==> src/rtl/e3ohm_pkg.sv <==
package e3ohm_pkg;
    typedef enum logic [1:0] {
        ADDR_STAT = 2'd0,
        ADDR_INT  = 2'd1,
        ADDR_CNT  = 2'd2,
        ADDR_RSV  = 2'd3
    } reg_addr_e;

    // flag vector order: [2]=ferf change (reg bit 3), [1]=parity (bit 2), [0]=framing (bit 1)
    localparam int FLG_FERF = 2;
    localparam int FLG_PAR  = 1;
    localparam int FLG_FRM  = 0;
    localparam int NFLAGS   = 3;
    localparam int RD_W     = 16;
    localparam int NIB_W    = 4;
endpackage

==> src/rtl/e3ohm_ferf_filter.sv <==
module e3ohm_ferf_filter #(
    parameter int SHORT_N = 3,
    parameter int LONG_N  = 5
) (
    input  logic clk,
    input  logic rst_n,
    input  logic sof,
    input  logic a_bit,
    input  logic long_sel,
    output logic ferf_o,
    output logic change_o
);
    localparam int MAXN = (LONG_N > SHORT_N) ? LONG_N : SHORT_N;
    localparam int RW   = $clog2(MAXN + 1);

    typedef struct packed {
        logic          ferf;
        logic [RW-1:0] run;
    } fstate_t;

    fstate_t s_d, s_q;
    logic [RW-1:0] need;
    logic [RW-1:0] run_inc;

    always_comb begin
        s_d      = s_q;
        change_o = 1'b0;
        need     = long_sel ? RW'(LONG_N) : RW'(SHORT_N);
        run_inc  = s_q.run + 1'b1;
        if (sof) begin
            if (a_bit != s_q.ferf) begin
                if (run_inc >= need) begin
                    s_d.ferf = ~s_q.ferf;
                    s_d.run  = '0;
                    change_o = 1'b1;
                end else begin
                    s_d.run = run_inc;
                end
            end else begin
                s_d.run = '0;
            end
        end
    end

    always_ff @(posedge clk) begin
        if (!rst_n) s_q <= '0;
        else        s_q <= s_d;
    end

    assign ferf_o = s_q.ferf;

    assert_ferf_holds_R3: assert property (@(posedge clk) disable iff (!rst_n)
        !sof |=> $stable(ferf_o));
    assert_run_bounded_R1: assert property (@(posedge clk) disable iff (!rst_n)
        s_q.run < RW'(MAXN));
endmodule

==> src/rtl/e3ohm_bip4.sv <==
module e3ohm_bip4 #(
    parameter int DW = 8
) (
    input  logic          clk,
    input  logic          rst_n,
    input  logic          sof,
    input  logic [3:0]    em_nib,
    input  logic          dv,
    input  logic [DW-1:0] data,
    input  logic          chk_en,
    output logic          mismatch_o
);
    localparam int NNIB = DW / 4;

    typedef struct packed {
        logic       have;
        logic [3:0] acc;
    } bstate_t;

    bstate_t s_d, s_q;
    logic [3:0] fold;

    always_comb begin
        fold = '0;
        for (int k = 0; k < NNIB; k++) begin
            fold = fold ^ data[k*4 +: 4];
        end
    end

    always_comb begin
        s_d        = s_q;
        mismatch_o = 1'b0;
        if (sof) begin
            mismatch_o = chk_en && s_q.have && (em_nib != s_q.acc);
            s_d.have   = 1'b1;
            s_d.acc    = dv ? fold : 4'h0;
        end else if (dv) begin
            s_d.acc = s_q.acc ^ fold;
        end
    end

    always_ff @(posedge clk) begin
        if (!rst_n) s_q <= '0;
        else        s_q <= s_d;
    end

    assert_no_check_when_off_R9: assert property (@(posedge clk) disable iff (!rst_n)
        !chk_en |-> !mismatch_o);
    assert_first_frame_skip_R8: assert property (@(posedge clk) disable iff (!rst_n)
        !s_q.have |-> !mismatch_o);
    assert_cmp_only_on_strobe_R7: assert property (@(posedge clk) disable iff (!rst_n)
        mismatch_o |-> sof);
endmodule

==> src/rtl/e3_rx_ohmon.sv <==
module e3_rx_ohmon
    import e3ohm_pkg::*;
#(
    parameter int DW      = 8,
    parameter int CNT_W   = 16,
    parameter int SHORT_N = 3,
    parameter int LONG_N  = 5
) (
    input  logic          clk,
    input  logic          rst_n,
    input  logic          frame_sof,
    input  logic          a_bit,
    input  logic [3:0]    em_bip,
    input  logic          data_valid,
    input  logic [DW-1:0] data_in,
    input  logic          frm_err,
    input  logic          cfg_ferf_long,
    input  logic          cfg_chk_en,
    input  logic [2:0]    int_en,
    input  logic          rd_en,
    input  logic [1:0]    rd_addr,
    output logic [15:0]   rd_data,
    output logic          ferf_status,
    output logic          irq
);
    typedef struct packed {
        logic [NFLAGS-1:0] flags;
        logic [CNT_W-1:0]  cnt;
        logic [RD_W-1:0]   rdat;
    } tstate_t;

    tstate_t s_d, s_q;
    logic ferf_chg, par_bad;
    logic clr_flags, clr_cnt;
    logic [NFLAGS-1:0] set_vec;
    logic [CNT_W-1:0]  cnt_base;

    e3ohm_ferf_filter #(.SHORT_N(SHORT_N), .LONG_N(LONG_N)) u_ferf (
        .clk(clk), .rst_n(rst_n), .sof(frame_sof), .a_bit(a_bit),
        .long_sel(cfg_ferf_long), .ferf_o(ferf_status), .change_o(ferf_chg)
    );

    e3ohm_bip4 #(.DW(DW)) u_bip (
        .clk(clk), .rst_n(rst_n), .sof(frame_sof), .em_nib(em_bip),
        .dv(data_valid), .data(data_in), .chk_en(cfg_chk_en), .mismatch_o(par_bad)
    );

    always_comb begin
        s_d       = s_q;
        clr_flags = rd_en && (rd_addr == ADDR_INT);
        clr_cnt   = rd_en && (rd_addr == ADDR_CNT);
        set_vec   = '0;
        set_vec[FLG_FERF] = ferf_chg;
        set_vec[FLG_PAR]  = par_bad;
        set_vec[FLG_FRM]  = frm_err;
        s_d.flags = (clr_flags ? '0 : s_q.flags) | set_vec;
        cnt_base  = clr_cnt ? '0 : s_q.cnt;
        s_d.cnt   = (par_bad && (cnt_base != {CNT_W{1'b1}})) ? cnt_base + 1'b1 : cnt_base;
        if (rd_en) begin
            unique case (reg_addr_e'(rd_addr))
                ADDR_STAT: s_d.rdat = {{(RD_W-1){1'b0}}, ferf_status};
                ADDR_INT:  s_d.rdat = {{(RD_W-NFLAGS-1){1'b0}}, s_q.flags, 1'b0};
                ADDR_CNT:  s_d.rdat = RD_W'(s_q.cnt);
                ADDR_RSV:  s_d.rdat = '0;
            endcase
        end
    end

    always_ff @(posedge clk) begin
        if (!rst_n) s_q <= '0;
        else        s_q <= s_d;
    end

    assign rd_data = s_q.rdat;
    assign irq     = |(s_q.flags & int_en);

    assert_ferf_change_flag_R4: assert property (@(posedge clk) disable iff (!rst_n)
        (ferf_status != $past(ferf_status)) |-> s_q.flags[FLG_FERF]);
    assert_cnt_no_wrap_R11: assert property (@(posedge clk) disable iff (!rst_n)
        (s_q.cnt == {CNT_W{1'b1}} && !clr_cnt) |=> s_q.cnt == {CNT_W{1'b1}});
    assert_int_reg_pad_R6: assert property (@(posedge clk) disable iff (!rst_n)
        (rd_en && rd_addr == ADDR_INT) |=> (rd_data[15:4] == 12'h0 && !rd_data[0]));
    assert_irq_needs_flag_R10: assert property (@(posedge clk) disable iff (!rst_n)
        (s_q.flags == '0) |-> !irq);
endmodule

==> config.mk <==
export PLATFORM = sky130hd
export DESIGN_NAME = e3_rx_ohmon
export DESIGN_NICKNAME = d
export VERILOG_FILES = /design/src/rtl/e3ohm_pkg.sv /design/src/rtl/e3ohm_ferf_filter.sv /design/src/rtl/e3ohm_bip4.sv /design/src/rtl/e3_rx_ohmon.sv
export SDC_FILE = /design/constraint.sdc
export NUM_CORES = 1
export LEC_CHECK = 0
export BUFFER_PORTS_ARGS = -buffer_cell sky130_fd_sc_hd__buf_2
export CORE_MARGIN = 5
export CORE_UTILIZATION = 45
export CTS_CLUSTER_DIAMETER = 150
export DETAILED_ROUTE_END_ITERATION = 7
export GPL_TIMING_DRIVEN = 0
export PLACE_DENSITY = 0.74
export SYNTH_ARGS = -nofsm -noshare
export SYNTH_HDL_FRONTEND = slang
export SYNTH_HIERARCHICAL = 1
export SYNTH_SLANG_ARGS = --single-unit
==> constraint.sdc <==
create_clock -name clk -period 3 [get_ports clk]
set_clock_uncertainty 0.2 [all_clocks]
set_input_delay 0.3 -clock clk [delete_from_list [all_inputs] [get_ports clk]]
set_output_delay 0.3 -clock clk [all_outputs]
set_load 0.02 [all_outputs]
==> out/summary.md, run 1 <==
The first global-routing pass estimated 8.714 mm of wire. The critical path starts at rd_addr[0]. For the cell row count, the log shows 26.

Across the VDD grid, the largest voltage drop is 295.2 uV. Setup repair after global routing left no endpoint under its margin. Walking the worst path, the cells encountered are buf_2 > nand3b_4 > buf_4 > buf_2 > and2_1 > ha_1 > nand3_1 > nand4b_2 > o21ai_4 > or4_1 > a21oi_1. Number of vias per cell: 5.109. Setup total negative slack on the finished layout was measured at 0 ns.

For the pin with the worst max-slew slack, the measured transition is 0.5373 ns. Counting flops with an async set or reset pin after synthesis yields a share of 0%. The port buffer count is 43.

The category of the critical setup timing path was input pin to flop. The clock network is responsible for 34.4% of the overall power. From synthesis to final layout, the design area changed by 16.21%. Number of buffers inserted by hold repair at cts: 0. The tools report the count of pins over their slew limit as 0.

For this run, design rule violations remaining after detail routing come to 0. The worst hold path begins at frm_err. The detailed router finished its first iteration with 107 violations. The sequential group share of total power was 54.2%. The tools report the boundary pin count as 44. The run gives 839.5 uW as the internal power consumption. The design draws 1117 uW. The setup violation total in the final timing report came out at 0. The logs give 275 for the number of instances in the synthesized netlist and 0 for the number of endpoints with negative hold slack in the final report. After clock tree synthesis, the clock-pin slew on the worst setup and hold paths is 0.08 ns. The run gives 0.001255 uW as the total leakage power. The via total after detailed routing came out at 2023. The cell chosen for the clock root is sky130_fd_sc_hd__clkbuf_8.

In the finished design, the share of the clock period the worst path needs comes to 82.37%. After clock tree synthesis, the repair step resized 0 gates. Timing would allow up to 404.7 MHz.

CTS saw 44 sinks. Prevailing post-synth register cell: sky130_fd_sc_hd__dfxtp_1. The repair_antennas step left the layout with diodes totalling 0. Die outline width: 83.75 um.

The buffer count from post-CTS setup fixing is 0, and the vertical die dimension is 83.75 um. Clock latency on the worst-skew pair, taken at its later pin, is 0.30 ns. The congestion estimate from routability-driven global placement came to 0.8190. The number of synthesized register bits is 44, and the number of global-route vias before repair is 1921. STA puts the critical path data required time at 3.03 ns. At the worst endpoint, the arrival time is 2.50 ns.

For the placement-stage cell area, the log shows 2750 um^2. The logs give 35.99% for the sequential share of the synthesized area and 6 for the number of warnings printed during yosys synthesis. The routed length per placed instance was 13.06 um. Number of CTS-inserted buffers: 5. The mapped netlist covers 2447 um^2. In this run switching power makes up 24.84% of total power. STA classifies the critical path startpoint as an input pin.

By instance count, the cell type seen most on the critical path is sky130_fd_sc_hd__buf_2. The reg-to-reg critical path startpoint was s_q[16]. STA classifies the critical path endpoint as a flop.

The maximum buffer depth of the clock tree is 2, and the final critical-path setup slack is 0.5289 ns. The largest individual stage delay along the critical path comes from the cell sky130_fd_sc_hd__or4_1. Once the floorplan was initialized, standard cells occupied 47.02% of the core. The residual antenna-violating net count after detailed routing is 0. The floorplan step defined a die boundary enclosing 7013 um^2.

The top cell types in the final layout, fill and taps aside, are sky130_fd_sc_hd__buf_2, sky130_fd_sc_hd__dfxtp_1, sky130_fd_sc_hd__nor2b_1. The number of max-cap violations is 0. Summed over all nets, the switching power comes to 277.4 uW. The tools report the aggregate global-route resource usage as 14.91%. TritonCTS built the clock tree. The delay of the slowest cell on the worst path is 0.48 ns, and the largest fanout on the critical path is 10. The synthesized netlist contains 53 unique library cells. Sum of net half-perimeters after detailed placement: 3.785 mm.

The total global routing overflow came out at 0. The area of all placed cells without fillers was 2844 um^2; the number of nets produced by synthesis was 305. The core region area was 5205 um^2.

The synthesized design contains 0 enable-type register cells. The final wirelength was 5.172 mm; the proportion of layout cells with a drive suffix above 1 was 26.07%. At the end of the flow, the number of nets in the layout was 355. Before antenna repair, the detailed router went through 4 iterations. The clock tree synthesis step divided the H-tree into 2 levels. In this run the tightest slew margin relative to its limit is 64.18%. Maximum number of pins on one net before global-route repair: 14.

Power spread over the standard cell area amounts to 392.7 nW/um^2. The final core area utilization was 54.64%. The logs give 0 for the initial antenna violation count and 11.4% for the part of the power in combinational logic.

The run finished with clean final reports. After synthesis, the mean cell area works out to 8.899 um^2. The routed design could run at a clock period as short as 2.471 ns.

The tightest min-delay check is of the input pin to flop type. Timing analysis after detailed placement gives a worst setup slack of 0.2372 ns.
[critical path: cells and delay by family]
kind / cells / cell delay, ns
buffers and inverters: 3 / 0.52
adder cells (fa/ha/maj): 1 / 0.24
AO/OA/AOI/OAI: 2 / 0.26
AND/OR/NAND/NOR: 5 / 1.18
[cell families (layout without fill, tap and decap cells)]
family	after synthesis	count (layout)	share of synthesized area [%]
xor+xnor	18	18	6.442
simple gates	119	119	29.91
mux	4	4	1.636
compound gates	53	53	15.80
buf+inv	33	84	8.179
fa+ha+maj	4	4	2.045
flops	44	44	35.99
[synthesized netlist by cell type (all sizes together) (6+ instances only)]
| master | instances | area [um^2] |
|---|---|---|
| dfxtp | 44 | 880.8 |
| nor2b | 29 | 181.4 |
| nand2 | 27 | 103.9 |
| a21oi | 23 | 115.1 |
| buf | 21 | 155.1 |
| nand3 | 14 | 75.07 |
| xor2 | 13 | 113.9 |
| and3 | 10 | 67.56 |
| and2 | 6 | 37.54 |
| clkbuf | 6 | 22.52 |
| inv | 6 | 22.52 |
| nand2b | 6 | 45.04 |
| nor2 | 6 | 25.03 |
| o21a | 6 | 45.04 |
[power by group through the flow]
stage	Sequential (uW)	Combinational, uW	Clock [uW]
floorplan	617	81.2	0
global placement	619	125	0
detailed placement	619	128	0
CTS	605	128	399
global route	607	141	424
finish	605	128	384
[final timing paths]
check                                     to  slack, ns  depth (start not counted)
worst max-delay path                 s_q[27]       0.53                         11
worst min register to register  u_bip/s_q[4]       0.27                          1
worst min-delay path                 s_q[32]       0.03                          3
worst max register to register       s_q[25]       0.92                          7
[metrics by stage]
step | hold WS, ns | instances
finish | 0.03206 | 396
global route | 0.06418 | 396
CTS | 0.02564 | 396
detailed placement | 0.2545 | 388
global placement | 0.2506 | 388
floorplan | 0.2102 | 275
[flip-flops by register name, indices dropped and copies added, names as in the netlist]
| register | cells |
|---|---|
| rd_data | 16 |
| s_q | 19 |
| u_bip/s_q | 5 |
| u_ferf/ferf_o | 1 |
| u_ferf/s_q | 3 |
[layer usage]
layer	up-vias	part of all wire, %	global-route usage, %
li1	1050	-	-
met1	915	47	18.88
met2	51	48	24.87
met3	7	4.6	3.356
met4	0	0.99	5.117
met5	-	0	0
[layout make-up]
cell class	instances	area, um^2
flip-flops and latches	44	880.8
plain buffers	27	177.7
multi-input cells	198	1366
fillers	490	2361
inverters	6	22.52
repair buffers	43	215.2
well taps	70	87.58
clock buffers	7	86.33
clock inverters	1	7.507
(Power assumes the default switching activity.)
==> run 2: changes to the inputs <==
--- a/config.mk
+++ b/config.mk
@@ -11,7 +11,7 @@
 export CTS_CLUSTER_DIAMETER = 150
 export DETAILED_ROUTE_END_ITERATION = 7
 export GPL_TIMING_DRIVEN = 0
-export PLACE_DENSITY = 0.74
+export PLACE_DENSITY = 0.76
 export SYNTH_ARGS = -nofsm -noshare
 export SYNTH_HDL_FRONTEND = slang
 export SYNTH_HIERARCHICAL = 1
==> constraint.sdc (replaced) <==
create_clock -name clk -period 2.1 [get_ports clk]
set_clock_uncertainty 0.2 [all_clocks]
set_input_delay 0.21 -clock clk [delete_from_list [all_inputs] [get_ports clk]]
set_output_delay 0.21 -clock clk [all_outputs]
set_load 0.02 [all_outputs]
==> out/summary.md, run 2 (synthesized netlist as in run 1, its figures left out) <==
The flow ran to the end, and the final reports show no timing, DRC or antenna violations. The tools report the required time of the worst setup path as 2.14 ns. For the initial antenna violation count, the log shows 0. The register with the most flip-flops in the layout has 19 of them. STA classifies the critical path startpoint as an input pin. For this run, the detailed router's first-pass iteration total came to 4.

The H-tree generated during clock tree synthesis spans 2 levels. Leaving out fill and tap cells, the most frequent cells in the layout are sky130_fd_sc_hd__buf_2, sky130_fd_sc_hd__dfxtp_1, sky130_fd_sc_hd__nor2b_1. Once placement finished, the instance area stood at 2789 um^2. Across the run, the number of max-cap violations was 0. The fraction of the cycle the final worst path needs was 97.44%. The run gives 360 as the final net count.

Headroom to the max-slew limit came out at 67.66%. The tools report the count of pins over their slew limit as 0. Once detailed placement completed, the half-perimeter wirelength came to 3.842 mm. For the worst setup path, the data arrival time is 2.08 ns. The logs give 0 for the total global routing overflow and 475 for the number of inserted filler cells in the final layout. Summed over all cells, the static leakage comes to 0.001331 uW. Setup violations remaining at the end of the flow were counted as 0. The logs give 488.7 MHz for the fmax and 5 for the number of CTS-inserted buffers. The routed length per placed instance came out at 13.67 um. Setup repair after global routing left no endpoint under its margin.

Dividing total power by cell area gives a power density of 592.4 nW/um^2. STA classifies the critical path endpoint as a flop. For the pin with the worst max-slew slack, the measured transition is 0.4850 ns. Global routing used 16.06% of the available tracks across all layers.

The worst hold-check path type was input pin to flop. 44 I/O pins were placed. The final wirelength was 5.482 mm. The proportion of layout cells with a drive suffix above 1 is 29.61%.

Category of the critical setup timing path: input pin to flop. Buffers placed on the I/O ports in this run total 43. The delay of the slowest cell on the worst path was 0.49 ns. The tools report the cell row count as 26. The tree is rooted in a sky130_fd_sc_hd__clkbuf_8. The core region area is 5205 um^2. In the final timing run, aggregate negative setup slack is 0 ns. The total DRC errors in the routed layout is 0. Walking the worst path, the cells encountered are buf_2 > nand3b_4 > buf_8 > buf_6 > and2_4 > ha_4 > nand3_2 > nand4b_4 > o21ai_4 > or4_4 > a21oi_2. The initial utilization of the core area, before any placement, comes to 47.02%. Clock-pin slew was measured on the worst setup and hold paths at 0.09 ns. The residual antenna-violating net count after detailed routing is 0.

The tree built by TritonCTS fans out to 44 sinks. The floorplan step set the die height to 83.75 um. The buffering stage count on the worst path with inverters included was 3. Subtracting the final worst setup slack from the clock period gives 2.046 ns.

The number of endpoints with negative hold slack in the final report is 0, and the first-pass GRT wire length is 9.446 mm. Summing over every cut layer, the via total after detailed routing is 2062. The run gives 7013 um^2 as the die outline area. At the end of routability-driven placement, the weighted congestion stood at 0.8292. The register containing the most flip-flops in the final layout was s_q. The die outline width works out to 83.75 um.

The logs give 2058 for the number of global-route vias before repair and 359.5 uV for the peak supply drop. 0 antenna diodes ended up in the layout. After routing the design area is 3000 um^2. Largest fanout on the critical path: 10. Entering global routing, the biggest net connects 14 pins. The cell family with the largest share of critical-path delay was simple AND/OR/NAND/NOR gates. At the end of the flow the core is filled with cells to 57.64%. Latest clock arrival within the worst-skew pair: 0.30 ns. In the routed layout, each cell is associated on average with a via count of 5.142.

In this run the deepest clock path goes through 2 buffers. Among all stages on the critical path, the largest delay is contributed by sky130_fd_sc_hd__or4_4. Area overhead of the layout relative to synthesis: 22.60%.

The first routing iteration left 144 violations. TritonCTS built the clock tree.
-- run 2: cell types whose count changed in the layout (fill, tap and decap cells not counted), sizes merged --
cell,previous run,this run
clkinvlp,1,0
bufinv,0,1
buf,64,68
dlygate4sd3,0,1
-- run 2: layout make-up --
type	count	area, um^2	share of cell area [%]
multi-input cells	198	1419	47.29
flip-flops and latches	44	882.1	29.40
repair buffers	48	267.8	8.924
plain buffers	27	195.2	6.505
clock buffers	7	96.34	3.211
well taps	70	87.58	2.919
clock inverters	1	30.03	1.001
inverters	6	22.52	0.7506
-- run 2: where the power goes --
group          total [uW]  internal [uW]  switching (uW)
logic                 198           90.7             107
registers             865            852            13.8
clock network         714            420             294
-- run 2: final timing paths --
kind                      start            end  slack [ns]  cells past startpoint
setup / recovery     rd_addr[0]        s_q[27]        0.05                     11
hold reg to reg   u_ferf/s_q[0]  u_ferf/s_q[0]        0.27                      1
hold / removal        frame_sof   u_bip/s_q[4]        0.05                      2
setup reg to reg        s_q[17]        s_q[16]        0.10                      8
-- run 2: metal layers --
metal  share of wire, %  GRT usage (%)
met5                  0              0
met4                1.2          4.240
met2                 49          28.49
met3                4.5          3.258
met1                 45          19.66
-- run 2: per-stage QoR --
step	cells	setup slack (ns)	total power (uW)	hold WS [ns]
finish	401	0.05372	1777	0.04812
global route	401	0.002163	1851	0.05601
CTS	400	0.01410	1782	0.04660
detailed placement	388	-0.3466	1068	0.2520
global placement	388	-0.2824	1064	0.2450
floorplan	275	-0.04281	1001	0.1202
-- run 2: repair_timing --
item | CTS | global route
gates resized for setup | 1 | 8
pin swaps | 1 | 1
setup buffers | 3 | 1
hold buffers | 1 | 0
hold endpoints to repair | 1 | 0
setup endpoints to repair | 1 | 6
==> run 3: changes to the inputs <==
--- a/config.mk
+++ b/config.mk
@@ -12,6 +12,7 @@
 export DETAILED_ROUTE_END_ITERATION = 7
 export GPL_TIMING_DRIVEN = 0
 export PLACE_DENSITY = 0.76
+export SETUP_SLACK_MARGIN = 0.4
 export SYNTH_ARGS = -nofsm -noshare
 export SYNTH_HDL_FRONTEND = slang
 export SYNTH_HIERARCHICAL = 1
==> out/summary.md, run 3 (synthesized netlist as in run 1, its figures left out) <==
The critical path is of the flop to flop type. Setup total negative slack on the finished layout was measured at 0 ns. In the layout the commonest cells are sky130_fd_sc_hd__buf_2, sky130_fd_sc_hd__buf_4, sky130_fd_sc_hd__dfxtp_1. The register containing the most flip-flops in the final layout was s_q.

After legalization and detailed placement, the total HPWL measured 3.846 mm. The first TritonRoute pass finished after 4 iterations. Die outline area: 7013 um^2.

The tools report the placer congestion estimate as 0.8071. In this run the cell area measured after placement is 2806 um^2. With fillers left out, the area of the finished cells amounts to 3425 um^2. The cell row count came out at 26.

The share of total power dissipated in sequential elements is 47.5%. The most common cell after layout, fill and taps aside is sky130_fd_sc_hd__buf_2. Starting utilization of the core area: 47.02%. The worst setup path is captured at a flop. The core region area came out at 5205 um^2. The critical path data arrival time is 1.99 ns.

In this run the tightest slew margin relative to its limit is 65.85%. The routed length per placed instance is 14.99 um. For the worst-skew pair, the clock arrives at the later sink with an insertion delay of 0.30 ns.

Counting the buffers created by CTS gives 5. Global routing used 17.33% of the available tracks. The final core area utilization was 65.79%; the area overhead of the layout relative to synthesis was 39.93%. CTS saw 44 sinks. The proportion of layout cells with a drive suffix above 1 is 43.42%, and the final wirelength is 6.399 mm.

TritonCTS built the clock tree. The die is 83.75 um tall. For this run, the top clock speed supported by timing is 503.3 MHz. The peak supply drop is 430.8 uV.

The share of total power consumed by net switching works out to 23.78%. The total global routing overflow is 0, and the number of vias per cell is 5.326. The tightest min-delay check is of the input pin to flop type. The run gives 2213 as the number of global-route vias before repair.

Final cell count without fillers: 427. The run gives 13.4% as the part of the power in combinational logic. Terminating pin of the worst hold path: u_bip/s_q[4]. For the pin with the worst max-slew slack, the measured transition is 0.5122 ns. Summed over all nets, the switching power comes to 434.6 uW. The internal portion of the total power is 1392 uW. For this design the static power due to leakage is 0.001492 uW. Setup violations remaining at the end of the flow were counted as 0.

The run gives 0 as the total DRC errors in the routed layout. The worst register-to-register path has a setup slack of 0.11 ns. At the worst endpoint, the required time is 2.11 ns.

After clock tree synthesis, the clock-pin slew on the worst setup and hold paths is 0.08 ns. Once placement completed, the tool counted placed cells totaling 388. Reg-to-reg critical path startpoint: u_bip/s_q[1]. The count of pins over their slew limit is 0. The final critical delay including setup and external delays works out to 1.987 ns. The tree is rooted in a sky130_fd_sc_hd__clkbuf_8. The total power per unit cell area is 533.5 nW/um^2, and the fraction of the cycle the final worst path needs is 94.62%. The number of endpoints with negative hold slack in the final report is 0, and the via total after detailed routing is 2274.

The largest fanout on the critical path was 6; the initial antenna violation count was 0. Setup repair after global routing could not meet its margin everywhere. Pin placement for this block handled 44 I/O pins.

Input and output buffers added on the ports amount to 43. In this run the critical register-to-register path is captured at s_q[20]. The final net count was 386. The relative contribution of the clock network to total power is 39.1%, and the instance count along the most critical hold path is 2.

The die outline width is 83.75 um. The first routing iteration left 156 violations. Length in cells of the worst reg-to-reg path: 10. The first global-routing pass estimated 10.03 mm of wire. Entering global routing, the biggest net connects 14 pins. Nature of the critical path startpoint: a flop. The residual antenna-violating net count after detailed routing is 0, and the number of max-cap violations is 0. The worst hold path begins at frame_sof.

The run gives 0 as the diode insertion count for antenna repair. The H-tree depth reported by CTS is 2, and the number of flip-flops in the largest register is 19. In this run the deepest clock path goes through 2 buffers. The flow ran to the end, and the final reports show no timing, DRC or antenna violations.
## run 3: cell types whose count changed in the layout (fill, tap and decap cells not counted), sizes merged
cell / delta
buf: +25
clkbuf: +1
## run 3: per-stage QoR
stage / worst slack [ns] / total power [uW] / hold WS [ns]
finish: 0.1130 / 1827 / 0.03755
global route: -0.005880 / 1891 / 0.06618
CTS: 0.1631 / 1805 / 0.03906
detailed placement: -0.3043 / 1072 / 0.2528
global placement: -0.2824 / 1067 / 0.2444
floorplan: -0.04241 / 1004 / 0.1202
## run 3: layout make-up
class                      instances  area [um^2]
buffer                            27        198.9
clock buffer                       7        96.34
clock inverter                     1        30.03
fill                             401         1780
inverter                           6        22.52
multi-input combinational        198         1590
sequential                        44        897.1
tap                               70        87.58
timing repair buffer              74        501.7
## run 3: how the worst max path moves through the flow
stage	depth (start not counted)	startpoint	end
CTS	11	rd_addr[0]	s_q[27]
floorplan	10	rd_addr[0]	s_q[27]
global route	10	u_bip/s_q[1]	s_q[20]
global placement	11	rd_addr[0]	s_q[27]
finish	10	u_bip/s_q[1]	s_q[20]
detailed placement	11	rd_addr[0]	s_q[27]
## run 3: what timing repair did
action                                  4_1_cts  5_1_grt
resized for setup                            32       25
buffers inserted                             21        9
hold endpoints to repair                      1        0
pin swaps                                    24       24
hold buffers                                  1        0
endpoints found under the setup margin       20       22
## run 3: worst max-delay path, stage by stage (launching register included)
cell and delay, ns:
sky130_fd_sc_hd__dfxtp_2 0.36, sky130_fd_sc_hd__xor2_2 0.16, sky130_fd_sc_hd__nor4_2 0.07, sky130_fd_sc_hd__nor2_1 0.13
sky130_fd_sc_hd__buf_6 0.16, sky130_fd_sc_hd__buf_4 0.14, sky130_fd_sc_hd__nand2_1 0.06, sky130_fd_sc_hd__nor3_1 0.23
sky130_fd_sc_hd__o21ai_1 0.16, sky130_fd_sc_hd__xnor2_1 0.17, sky130_fd_sc_hd__nor2b_1 0.06
## run 3: power by group through the flow
stage                     Sequential (uW)  Clock (uW)  Combinational, uW
final                                 867         715                245
after global routing                  870         755                266
after CTS                             865         719                222
after detailed placement              885           0                187
after global placement                885           0                182
after floorplan                       883           0                120
## run 3: layer usage
| layer | GRT usage, % | vias to the layer above | part of all wire, % |
|---|---|---|---|
| li1 | - | 1105 | - |
| met1 | 20.43 | 1080 | 40 |
| met2 | 29.93 | 77 | 52 |
| met3 | 3.850 | 12 | 5.7 |
| met4 | 7.602 | 0 | 1.8 |
| met5 | 0 | - | 0 |
